==> config.mk <==
export PLATFORM = sky130hd
export DESIGN_NAME = serial_rx_fifo2
export DESIGN_NICKNAME = d
export VERILOG_FILES = /design/src/rtl/srx_pkg.sv /design/src/rtl/srx_tick_gen.sv /design/src/rtl/srx_deframer.sv /design/src/rtl/srx_fifo2.sv /design/src/rtl/serial_rx_fifo2.sv
export SDC_FILE = /design/constraint.sdc
export NUM_CORES = 1
export LEC_CHECK = 0
export BUFFER_PORTS_ARGS = -buffer_cell sky130_fd_sc_hd__buf_4
export CORE_ASPECT_RATIO = 2
export CORE_UTILIZATION = 50
export CTS_CLUSTER_SIZE = 25
export DETAILED_ROUTE_END_ITERATION = 16
export GPL_TIMING_DRIVEN = 0
export PLACE_DENSITY = 0.77
export SLEW_MARGIN = 20
export SYNTH_ARGS = -nofsm -noshare
export SYNTH_HDL_FRONTEND = slang
export SYNTH_SLANG_ARGS = --single-unit
==> constraint.sdc <==
create_clock -name clk -period 2.35 [get_ports clk]
set_input_delay 0 -clock clk [delete_from_list [all_inputs] [get_ports clk]]
set_output_delay 0 -clock clk [all_outputs]
set_load 0.01 [all_outputs]
==> src/rtl/srx_pkg.sv <==
// Shared types for the serial receiver.
// Assumes an 8-bit word plus an optional ninth bit.
package srx_pkg;
    localparam int DATA_W = 8;
    localparam int OSR    = 16;

    typedef struct packed {
        logic              ferr;
        logic              ninth;
        logic [DATA_W-1:0] data;
    } srx_entry_t;

    typedef enum logic [1:0] {
        ST_IDLE  = 2'd0,
        ST_START = 2'd1,
        ST_DATA  = 2'd2,
        ST_STOP  = 2'd3
    } srx_state_t;
endpackage

==> src/rtl/srx_tick_gen.sv <==
// Free-running divider that produces one oversampling tick every TICK_DIV clocks.
// Assumes TICK_DIV >= 1; the tick is a single-cycle strobe.
module srx_tick_gen #(
    parameter int TICK_DIV = 4
) (
    input  logic clk,
    input  logic rst_n,
    output logic tick
);
    localparam int CW = (TICK_DIV > 1) ? $clog2(TICK_DIV) : 1;
    localparam logic [CW-1:0] LAST = CW'(TICK_DIV - 1);

    logic [CW-1:0] div_q;

    // Count clocks and strobe on the last count of each period.
    always_ff @(posedge clk) begin
        if (!rst_n) begin
            div_q <= '0;
            tick  <= 1'b0;
        end else if (div_q == LAST) begin
            div_q <= '0;
            tick  <= 1'b1;
        end else begin
            div_q <= div_q + 1'b1;
            tick  <= 1'b0;
        end
    end
endmodule

==> src/rtl/srx_deframer.sv <==
// Recovers one frame at a time from the synchronised line.
// Each bit spans 16 ticks. The bit value is the majority of the samples at
// ticks 7, 8 and 9. A start bit whose centre votes high is rejected.
// The word is emitted at the centre of the stop bit.
// Assumes nine_en is stable for the length of a frame.
module srx_deframer
    import srx_pkg::*;
(
    input  logic       clk,
    input  logic       rst_n,
    input  logic       tick,
    input  logic       rx_s,
    input  logic       nine_en,
    output logic       push,
    output srx_entry_t push_entry
);
    localparam logic [3:0] VOTE_AT = 4'd9;
    localparam logic [3:0] END_AT  = 4'(OSR - 1);

    srx_state_t  state_q;
    logic [3:0]  cnt_q;
    logic [1:0]  win_q;
    logic [3:0]  bit_q;
    logic [8:0]  sh_q;
    logic        maj;
    logic [3:0]  last_bit;

    // Majority of the two previous samples and the current one.
    always_comb begin
        maj      = (win_q[1] & win_q[0]) | (win_q[1] & rx_s) | (win_q[0] & rx_s);
        last_bit = nine_en ? 4'd8 : 4'd7;
    end

    // Frame sequencer: start check, data capture, stop check and push.
    always_ff @(posedge clk) begin
        if (!rst_n) begin
            state_q    <= ST_IDLE;
            cnt_q      <= '0;
            win_q      <= 2'b11;
            bit_q      <= '0;
            sh_q       <= '0;
            push       <= 1'b0;
            push_entry <= '0;
        end else begin
            push <= 1'b0;
            if (tick) begin
                win_q <= {win_q[0], rx_s};
                if (state_q == ST_IDLE) begin
                    if (!rx_s) begin
                        state_q <= ST_START;
                        cnt_q   <= 4'd1;
                    end
                end else begin
                    cnt_q <= cnt_q + 1'b1;
                    unique case (state_q)
                        ST_START: begin
                            if (cnt_q == VOTE_AT && maj) begin
                                state_q <= ST_IDLE;
                            end else if (cnt_q == END_AT) begin
                                state_q <= ST_DATA;
                                bit_q   <= '0;
                                sh_q    <= '0;
                            end
                        end
                        ST_DATA: begin
                            if (cnt_q == VOTE_AT) begin
                                sh_q[bit_q] <= maj;
                            end
                            if (cnt_q == END_AT) begin
                                if (bit_q == last_bit) begin
                                    state_q <= ST_STOP;
                                end else begin
                                    bit_q <= bit_q + 1'b1;
                                end
                            end
                        end
                        ST_STOP: begin
                            if (cnt_q == VOTE_AT) begin
                                push             <= 1'b1;
                                push_entry.data  <= sh_q[7:0];
                                push_entry.ninth <= nine_en & sh_q[8];
                                push_entry.ferr  <= ~maj;
                                state_q          <= ST_IDLE;
                            end
                        end
                        default: state_q <= ST_IDLE;
                    endcase
                end
            end
        end
    end

    // a word is only emitted out of the stop-bit state.
    a_r2_push_from_stop: assert property (@(posedge clk) disable iff (!rst_n)
        push |-> $past(state_q == ST_STOP));

    // a start bit that votes high at its centre returns to idle.
    a_r5_false_start: assert property (@(posedge clk) disable iff (!rst_n)
        (state_q == ST_START && tick && cnt_q == VOTE_AT && maj) |=> state_q == ST_IDLE);

    // the bit index never passes the ninth bit.
    a_r3_bit_bound: assert property (@(posedge clk) disable iff (!rst_n)
        bit_q <= 4'd8);
endmodule

==> src/rtl/srx_fifo2.sv <==
// Two-entry first-in-first-out buffer for received words.
// A push into a full buffer is dropped unless a pop happens in the same cycle.
// A pop on an empty buffer is ignored.
module srx_fifo2
    import srx_pkg::*;
#(
    parameter int DEPTH = 2
) (
    input  logic       clk,
    input  logic       rst_n,
    input  logic       push,
    input  srx_entry_t wdata,
    input  logic       pop,
    output srx_entry_t head,
    output logic       not_empty,
    output logic       full,
    output logic       drop
);
    localparam int PW = (DEPTH > 1) ? $clog2(DEPTH) : 1;
    localparam int CW = $clog2(DEPTH + 1);

    srx_entry_t    mem_q [DEPTH];
    logic [PW-1:0] wr_q, rd_q;
    logic [CW-1:0] cnt_q;
    logic          pop_ok, push_ok;

    // Work out which requests are accepted this cycle.
    always_comb begin
        not_empty = (cnt_q != '0);
        full      = (cnt_q == CW'(DEPTH));
        pop_ok    = pop & not_empty;
        push_ok   = push & (~full | pop_ok);
        drop      = push & ~push_ok;
        head      = mem_q[rd_q];
    end

    // Entry storage, one write port per slot.
    for (genvar g = 0; g < DEPTH; g++) begin : g_slot
        always_ff @(posedge clk) begin
            if (!rst_n) begin
                mem_q[g] <= '0;
            end else if (push_ok && wr_q == PW'(g)) begin
                mem_q[g] <= wdata;
            end
        end
    end

    // Pointers and occupancy count.
    always_ff @(posedge clk) begin
        if (!rst_n) begin
            wr_q  <= '0;
            rd_q  <= '0;
            cnt_q <= '0;
        end else begin
            if (push_ok) wr_q <= (wr_q == PW'(DEPTH - 1)) ? '0 : wr_q + 1'b1;
            if (pop_ok)  rd_q <= (rd_q == PW'(DEPTH - 1)) ? '0 : rd_q + 1'b1;
            cnt_q <= cnt_q + CW'(push_ok) - CW'(pop_ok);
        end
    end

    // occupancy never exceeds the depth.
    a_r7_count_bound: assert property (@(posedge clk) disable iff (!rst_n)
        cnt_q <= CW'(DEPTH));

    // a pop on an empty buffer leaves it empty.
    a_r9_empty_pop: assert property (@(posedge clk) disable iff (!rst_n)
        (cnt_q == '0 && pop && !push) |=> cnt_q == '0);

    // a dropped push leaves the stored head untouched.
    a_r8_full_hold: assert property (@(posedge clk) disable iff (!rst_n)
        (full && push && !pop) |=> (full && $stable(head)));
endmodule

==> src/rtl/serial_rx_fifo2.sv <==
// Top of the oversampling serial receiver.
// Synchronises the line, recovers frames, buffers two entries and keeps the
// sticky overrun flag. Assumes the line idles high.
module serial_rx_fifo2
    import srx_pkg::*;
#(
    parameter int TICK_DIV = 4,
    parameter int DEPTH    = 2
) (
    input  logic       clk,
    input  logic       rst_n,
    input  logic       rx_line,
    input  logic       nine_en,
    input  logic       irq_en,
    input  logic       rd_pop,
    input  logic       ovr_clr,
    output logic [7:0] rx_data,
    output logic       rx_ninth,
    output logic       rx_ferr,
    output logic       rx_ready,
    output logic       rx_irq,
    output logic       rx_overrun
);
    logic [1:0] sync_q;
    logic       tick;
    logic       push;
    logic       fifo_full;
    logic       drop;
    srx_entry_t push_entry;
    srx_entry_t head;

    // Two-flop synchroniser for the asynchronous line.
    always_ff @(posedge clk) begin
        if (!rst_n) sync_q <= 2'b11;
        else        sync_q <= {sync_q[0], rx_line};
    end

    srx_tick_gen #(.TICK_DIV(TICK_DIV)) i_tick (
        .clk   (clk),
        .rst_n (rst_n),
        .tick  (tick)
    );

    srx_deframer i_deframer (
        .clk        (clk),
        .rst_n      (rst_n),
        .tick       (tick),
        .rx_s       (sync_q[1]),
        .nine_en    (nine_en),
        .push       (push),
        .push_entry (push_entry)
    );

    srx_fifo2 #(.DEPTH(DEPTH)) i_fifo (
        .clk       (clk),
        .rst_n     (rst_n),
        .push      (push),
        .wdata     (push_entry),
        .pop       (rd_pop),
        .head      (head),
        .not_empty (rx_ready),
        .full      (fifo_full),
        .drop      (drop)
    );

    // Sticky overrun flag: a drop sets it and wins over a clear.
    always_ff @(posedge clk) begin
        if (!rst_n)       rx_overrun <= 1'b0;
        else if (drop)    rx_overrun <= 1'b1;
        else if (ovr_clr) rx_overrun <= 1'b0;
    end

    // Present the head entry and the interrupt request.
    always_comb begin
        rx_data  = head.data;
        rx_ninth = head.ninth;
        rx_ferr  = head.ferr;
        rx_irq   = rx_ready & irq_en;
    end

    // overrun only rises when the buffer was full.
    a_r8_ovr_cause: assert property (@(posedge clk) disable iff (!rst_n)
        $rose(rx_overrun) |-> $past(fifo_full));

    // overrun holds until cleared.
    a_r8_ovr_sticky: assert property (@(posedge clk) disable iff (!rst_n)
        (rx_overrun && !ovr_clr) |=> rx_overrun);
endmodule

---- After elaboration in Yosys (flattened, before gate mapping) ----
Memory sizes are Yosys's and may differ from the RTL's. A register that Yosys moved wholly into a read port is not among the register bits.
Index checks and enable logic that the tools add are counted.
storage, ports and cells
  register bits after elaboration ......... 42
  bits in writable memories ............... 20
  bits of input ports ..................... 7
  output and inout bits ................... 13
  memories ................................ 1
operators by class
  add/sub/neg operators ................... 7
  magnitude comparators ................... 2
  eq/ne operators ......................... 18
  muxes and demuxes ....................... 40
  bitwise logic cells ..................... 21
  reduce and logical (&&, ||, !) cells .... 15
memory list
  name          words  width  read ports  clocked after memory_dff  write ports  line             source
  i_fifo.mem_q  2      10     1           1                         2            srx_fifo2.sv:22  srx_entry_t mem_q [DEPTH];
operators by type and width
  cell                 count
  $mux 4               7
  $mux 9               3
  $mux 10              2
  $pmux 9 s2           1
  $mux 1               16
  $mux 2               7
  $reduce_and 6->1     2
  $bwmux 9             1
  $ne 3x1->1 const B   3
  $add 4x1->4 const B  2
  $and 1x1->1          8
  $eq 2x2->1 const B   4
  $eq 4x4->1 const B   2
  $not 1->1            8
  $pmux 4 s2           1
  $reduce_and 7->1     1
  $ne 2x1->1 const B   3
  $ne 2x2->1 const B   3
  $pmux 2 s3           1
  $reduce_bool 2->1    3
  $lt 4x5->1 const B   1
  $or 1x1->1           5
  $demux 1 s4          1
  $eq 4x4->1           1
  13 further kinds     17

---- Logic depth before layout (Yosys ltp) ----
  depth after elaboration ................. 9
  gate-level depth with buffers ........... 8
  gate-level depth less buffers ........... 8

---- Modules after synthesis ----
From an unflattened synthesis, not the netlist that was laid out.
second synthesis, totals
  cells, all modules ...................... 286
  area, all modules ....................... 3055.4 µm²
modules (own cells, without submodules)
  module           times used  cells an instance  area each (µm²)  sequential area each (µm²)
  srx_deframer     1           186                1692.9           640.6
  srx_fifo2        1           85                 1161.1           700.7
  srx_tick_gen     1           7                  101.3            60.1
  serial_rx_fifo2  1           8                  100.1            60.1

---- Least setup slack after synthesis ----
OpenSTA, ideal clock, no wires.
  kind .................................... reg2reg
  start point ............................. reg i_fifo.cnt_q[1]
  end point ............................... reg i_fifo.cnt_q[1]
  data arrival time ....................... 1.693 ns
  path slack .............................. 0.542 ns
  stages on the path, launching flop included .. 9
  buffers on the path ..................... 0
  period minus slack after synthesis ...... 1.808 ns
  cells stage by stage .................... dfxtp_1 > or2_2 > and2_1 > ha_1 > inv_1 > ha_1 > xnor2_1 > xnor2_1 > and2_1
between the ends
  cells in the longest elaborated chain, start to end .. 6
ends and longest elaborated chain
  what                    line                   source
  start, declared         srx_fifo2.sv:24        logic [CW-1:0] cnt_q;
  start signal, assigned  srx_fifo2.sv:57        cnt_q <= cnt_q + CW'(push_ok) - CW'(pop_ok);
  $reduce_bool 2->1 *     srx_fifo2.sv:29        not_empty = (cnt_q != '0);
  via rx_ready            serial_rx_fifo2.sv:20  output logic rx_ready,
  $and 1x1->1 *           srx_fifo2.sv:31        pop_ok = pop & not_empty;
  via i_fifo.pop_ok       srx_fifo2.sv:25        logic pop_ok, push_ok;
  $or 1x1->1              srx_fifo2.sv:32        push_ok = push & (~full | pop_ok);
  $and 1x1->1             srx_fifo2.sv:32
  $add 2x1->2             srx_fifo2.sv:57
  $sub 2x1->2 *           srx_fifo2.sv:57
Mark *: on every way through the listed nets, which the timed path passes. The rest lies on a longest branch.
A chain may end at the register's enable or synchronous reset.

---- Final worst setup path ----
  start point ............................. reg i_deframer.state_q[0]
  end point ............................... reg i_deframer.sh_q[4]
between the ends
  cells in the longest elaborated chain, start to end .. 3
ends and longest elaborated chain
  what                                                 line                source
  start, declared                                      srx_deframer.sv:20  srx_state_t state_q;
  start signal, assigned                               srx_deframer.sv:37  state_q <= ST_IDLE;
  start signal, assigned                               srx_deframer.sv:50  state_q <= ST_START;
  start signal, assigned                               srx_deframer.sv:58  state_q <= ST_IDLE;
  $eq 2x2->1 (tied with other cells)                   srx_deframer.sv:55  unique case (state_q)
  $ne 2x1->1 (no source line) (tied with other cells)  -
  $reduce_and 6->1 (no source line)                    -
  end signal, assigned by index                        srx_deframer.sv:67  sh_q[bit_q] <= maj;
  end, declared                                        srx_deframer.sv:24  logic [8:0] sh_q;
Parallel ways exist; a longest one is shown, timed or not.

==> run metrics <==
clock slew at reported path FFs=0.05 ns; Fmax achieved=486 MHz; Clock Tree Root=clkbuf_16; Worst Reg-to-Reg Cells=8; drt wl/cell=13.5 um; post-synthesis register bit count=63; outcome=finished, final reports clean; critical path class=reg -> reg; final setup margin=0.292 ns; CTS Buf Count=9; peak supply drop=0.000782 V; DIE WIDTH=56.2 um; total track usage=0.185; CP Launch Type=flip-flop; Final ANT Viol Nets=0; CTS tree=built; fill count=485; Mapped Nets=309; num rows=39; total negative setup slack=0 ns; Max Slew Vio Count=0; drt first-iter violations=44; worst hold path type=in -> reg; number of flops mapped to enable cells by yosys=20; GR Overflow Total=0; die footprint=6200 um^2; I/O Buffers=19; Min Hold Slack=0.00324 ns; gpl congestion=0.875; Vias/cell=5.40; CP Launch Point=i_deframer.state_q[0]$_SDFFE_PN0P_; n_diodes=0; DP Area=3160 um^2; Int Power=0.00200 W; multi-input logic area=1390 um^2; post-synth top area share=0.293; CP Capture Type=flip-flop; worst r2r src=i_deframer.state_q[0]$_SDFFE_PN0P_; # IOs=20; crit path time final=2.06 ns; Cells after Synth=289; Final Hold Viols=0; pre-CTS setup slack=0.303 ns; Critical Path RT=2.55 ns; routed via count=2088; worst reg2reg path endpoint=i_deframer.sh_q[4]$_SDFFE_PN0P_; Yosys warnings=0; H-Tree Depth=3; LEAKAGE=1.36 nW; Core Util, Final=0.609; worst skew pair latency=0.33 ns; antenna violations before repair=0; Tightest Pin Transition=0.895 ns; register share of total power=0.459; Sw Share=0.216; Switching Power=0.000553 W; Slew headroom=0.402; Die Height=110 um; R2R setup slack=0.29 ns; Clock Tree Buf Depth=2; Max Cap Viol=0; Clk pwr share=0.462; synth unique cells=43; core area=5660 um^2; initial core utilization=0.519; NumNets Final=341; Async S/R FF share, synth=0; Crit Path Max Fanout=8; layout cell share with drive strength beyond 1=0.156; Seq. cell area=1460 um^2; Clock Skew=0.00596 ns; first-pass GRT wire length=8.67 mm; fin crit share=0.876; Total Wirelength=5.22 mm; top cells by area, synth=dfxtp_1, edfxtp_1, and2_1; RSZ-0062 raised after global routing=false; crit path capture=i_deframer.sh_q[4]$_SDFFE_PN0P_; clock sink count=63; Top FF cell, synth=dfxtp_1; design area=3440 um^2; mapped cell area=2940 um^2; cell taking the most area after synthesis=dfxtp_1; number of global-route vias before repair=2022; dpl hpwl=3.88 mm; setup violators final=0; power share of the combinational group=0.079; largest net degree at the start of global routing=12; Pre-antenna DRT Iters=4; Synth Area per Inst=10.2 um^2; Arr. time, crit path=2.26 ns; Syn-to-layout area delta=17.3%; Post-route DRC=0; pwr dens=742 nW/um^2; post-synthesis sequential area ratio=0.498
==> critical path, stage by stage (launching register included) <==
cell and delay, ns:
dfxtp_1 0.35, inv_1 0.09, ha_1 0.28, nand3b_1 0.24, a211oi_1 0.30, nor2b_1 0.08, clkbuf_1 0.20, nand2_1 0.25
o21ai_0 0.13
==> kinds of logic (layout without fill, tap and decap cells) <==
group                      after synthesis  count (layout)  share of synthesized area
AOI/OAI and AO/OA                       37              37                     0.0895
xor gates and xnor gates                 4               4                     0.0119
adders and majority gates               14              14                     0.0588
buffers and inverters                   21              58                     0.0277
DFF                                     63              63                      0.498
muxes                                   21              21                     0.0763
and+or+nand+nor                        129             129                      0.238
==> area by class of cell <==
| type | instances | area share |
|---|---|---|
| Clock buffer | 12 | 0.0716 |
| Multi-Input combinational cell | 205 | 0.405 |
| Buffer | 10 | 0.0116 |
| Inverter | 11 | 0.0120 |
| Timing Repair Buffer | 21 | 0.0472 |
| Clock inverter | 4 | 0.00654 |
| Sequential cell | 63 | 0.424 |
| Tap cell | 61 | 0.0222 |
==> repair_timing <==
action,4_1_cts,5_1_grt
buffers inserted,0,0
resized for setup,0,0
hold buffers,2,0
hold endpoints to repair,2,0
==> routing by layer <==
layer | vias up | part of all wire | GRT usage
met5 | - | 0 | 0
met2 | 42 | 0.57 | 0.359
li1 | 1058 | - | -
met1 | 969 | 0.36 | 0.161
met4 | 0 | 0.037 | 0.125
met3 | 19 | 0.032 | 0.0467
==> power by group through the flow <==
stage / logic (W) / registers [W] / clock network, W
after floorplan: 0.000128 / 0.00119 / 0
after global placement: 0.000197 / 0.00119 / 0
after detailed placement: 0.000202 / 0.00120 / 0
after CTS: 0.000207 / 0.00117 / 0.00119
after global routing: 0.000221 / 0.00118 / 0.00125
final: 0.000202 / 0.00117 / 0.00118
==> flip-flops by register name, summed over array words and instances (netlist names), named ones only <==
signal and cells:
i_deframer.bit_q 4, i_deframer.cnt_q 4, i_deframer.push 1, i_deframer.push_entry 10
i_deframer.sh_q 9, i_deframer.state_q 2, i_deframer.win_q 2, i_fifo.cnt_q 2
i_fifo.mem_q 20, i_fifo.rd_q 1, i_fifo.wr_q 1, i_tick.div_q 2
i_tick.tick 1, rx_overrun 1, sync_q 2
==> Yosys cell counts, types with 2 or more instances <==
master and number:
nor2b_1 8, mux2i_1 10, ha_1 13, and2_1 30
nand2_1 42, xnor2_1 4, a31oi_1 2, o21ai_0 9
clkbuf_1 8, nand3b_1 3, buf_2 2, nand4_1 3
a21oi_1 6, and3_1 3, nor2_1 8, mux2_2 11
nor3b_1 3, edfxtp_1 20, nand3_1 14, nand2b_1 6
a21boi_0 10, dfxtp_1 43, inv_1 11
==> cell usage in the layout, fill, tap and decap left out, drive strengths merged, types with 2 or more instances in the layout <==
cell type and instances:
mux2 11, dlygate4sd3 2, o21ai 9, a221oi 2
buf 21, nand2 42, a21oi 6, and3b 2
xnor2 4, nand3 15, nor3b 3, ha 13
nand4 3, and3 3, a21boi 10, clkbuf 20
and2 31, a31oi 2, mux2i 10, inv 11
clkinv 3, nand3b 3, nor2b 8, nand2b 6
dfxtp 43, nor2 8, edfxtp 20
==> metrics by stage <==
stage          total power (W)  cells
2_1_floorplan          0.00132    289
3_3_place_gp           0.00139    369
3_5_place_dp           0.00140    369
4_1_cts                0.00257    387
5_1_grt                0.00265    387
6_report               0.00256    387
==> how the worst min path moves through the flow <==
| stage | start | to | cells after the start |
|---|---|---|---|
| after floorplan | rx_line | sync_q[0]$_SDFF_PN1_ | 1 |
| after global placement | rx_line | sync_q[0]$_SDFF_PN1_ | 2 |
| after detailed placement | rx_line | sync_q[0]$_SDFF_PN1_ | 2 |
| after CTS | nine_en | i_deframer.push_entry[8]$_SDFFE_PN0P_ | 3 |
| after global routing | nine_en | i_deframer.push_entry[8]$_SDFFE_PN0P_ | 3 |
| final | nine_en | i_deframer.push_entry[8]$_SDFFE_PN0P_ | 3 |
No activity file was read; power rests on OpenSTA's default activity.
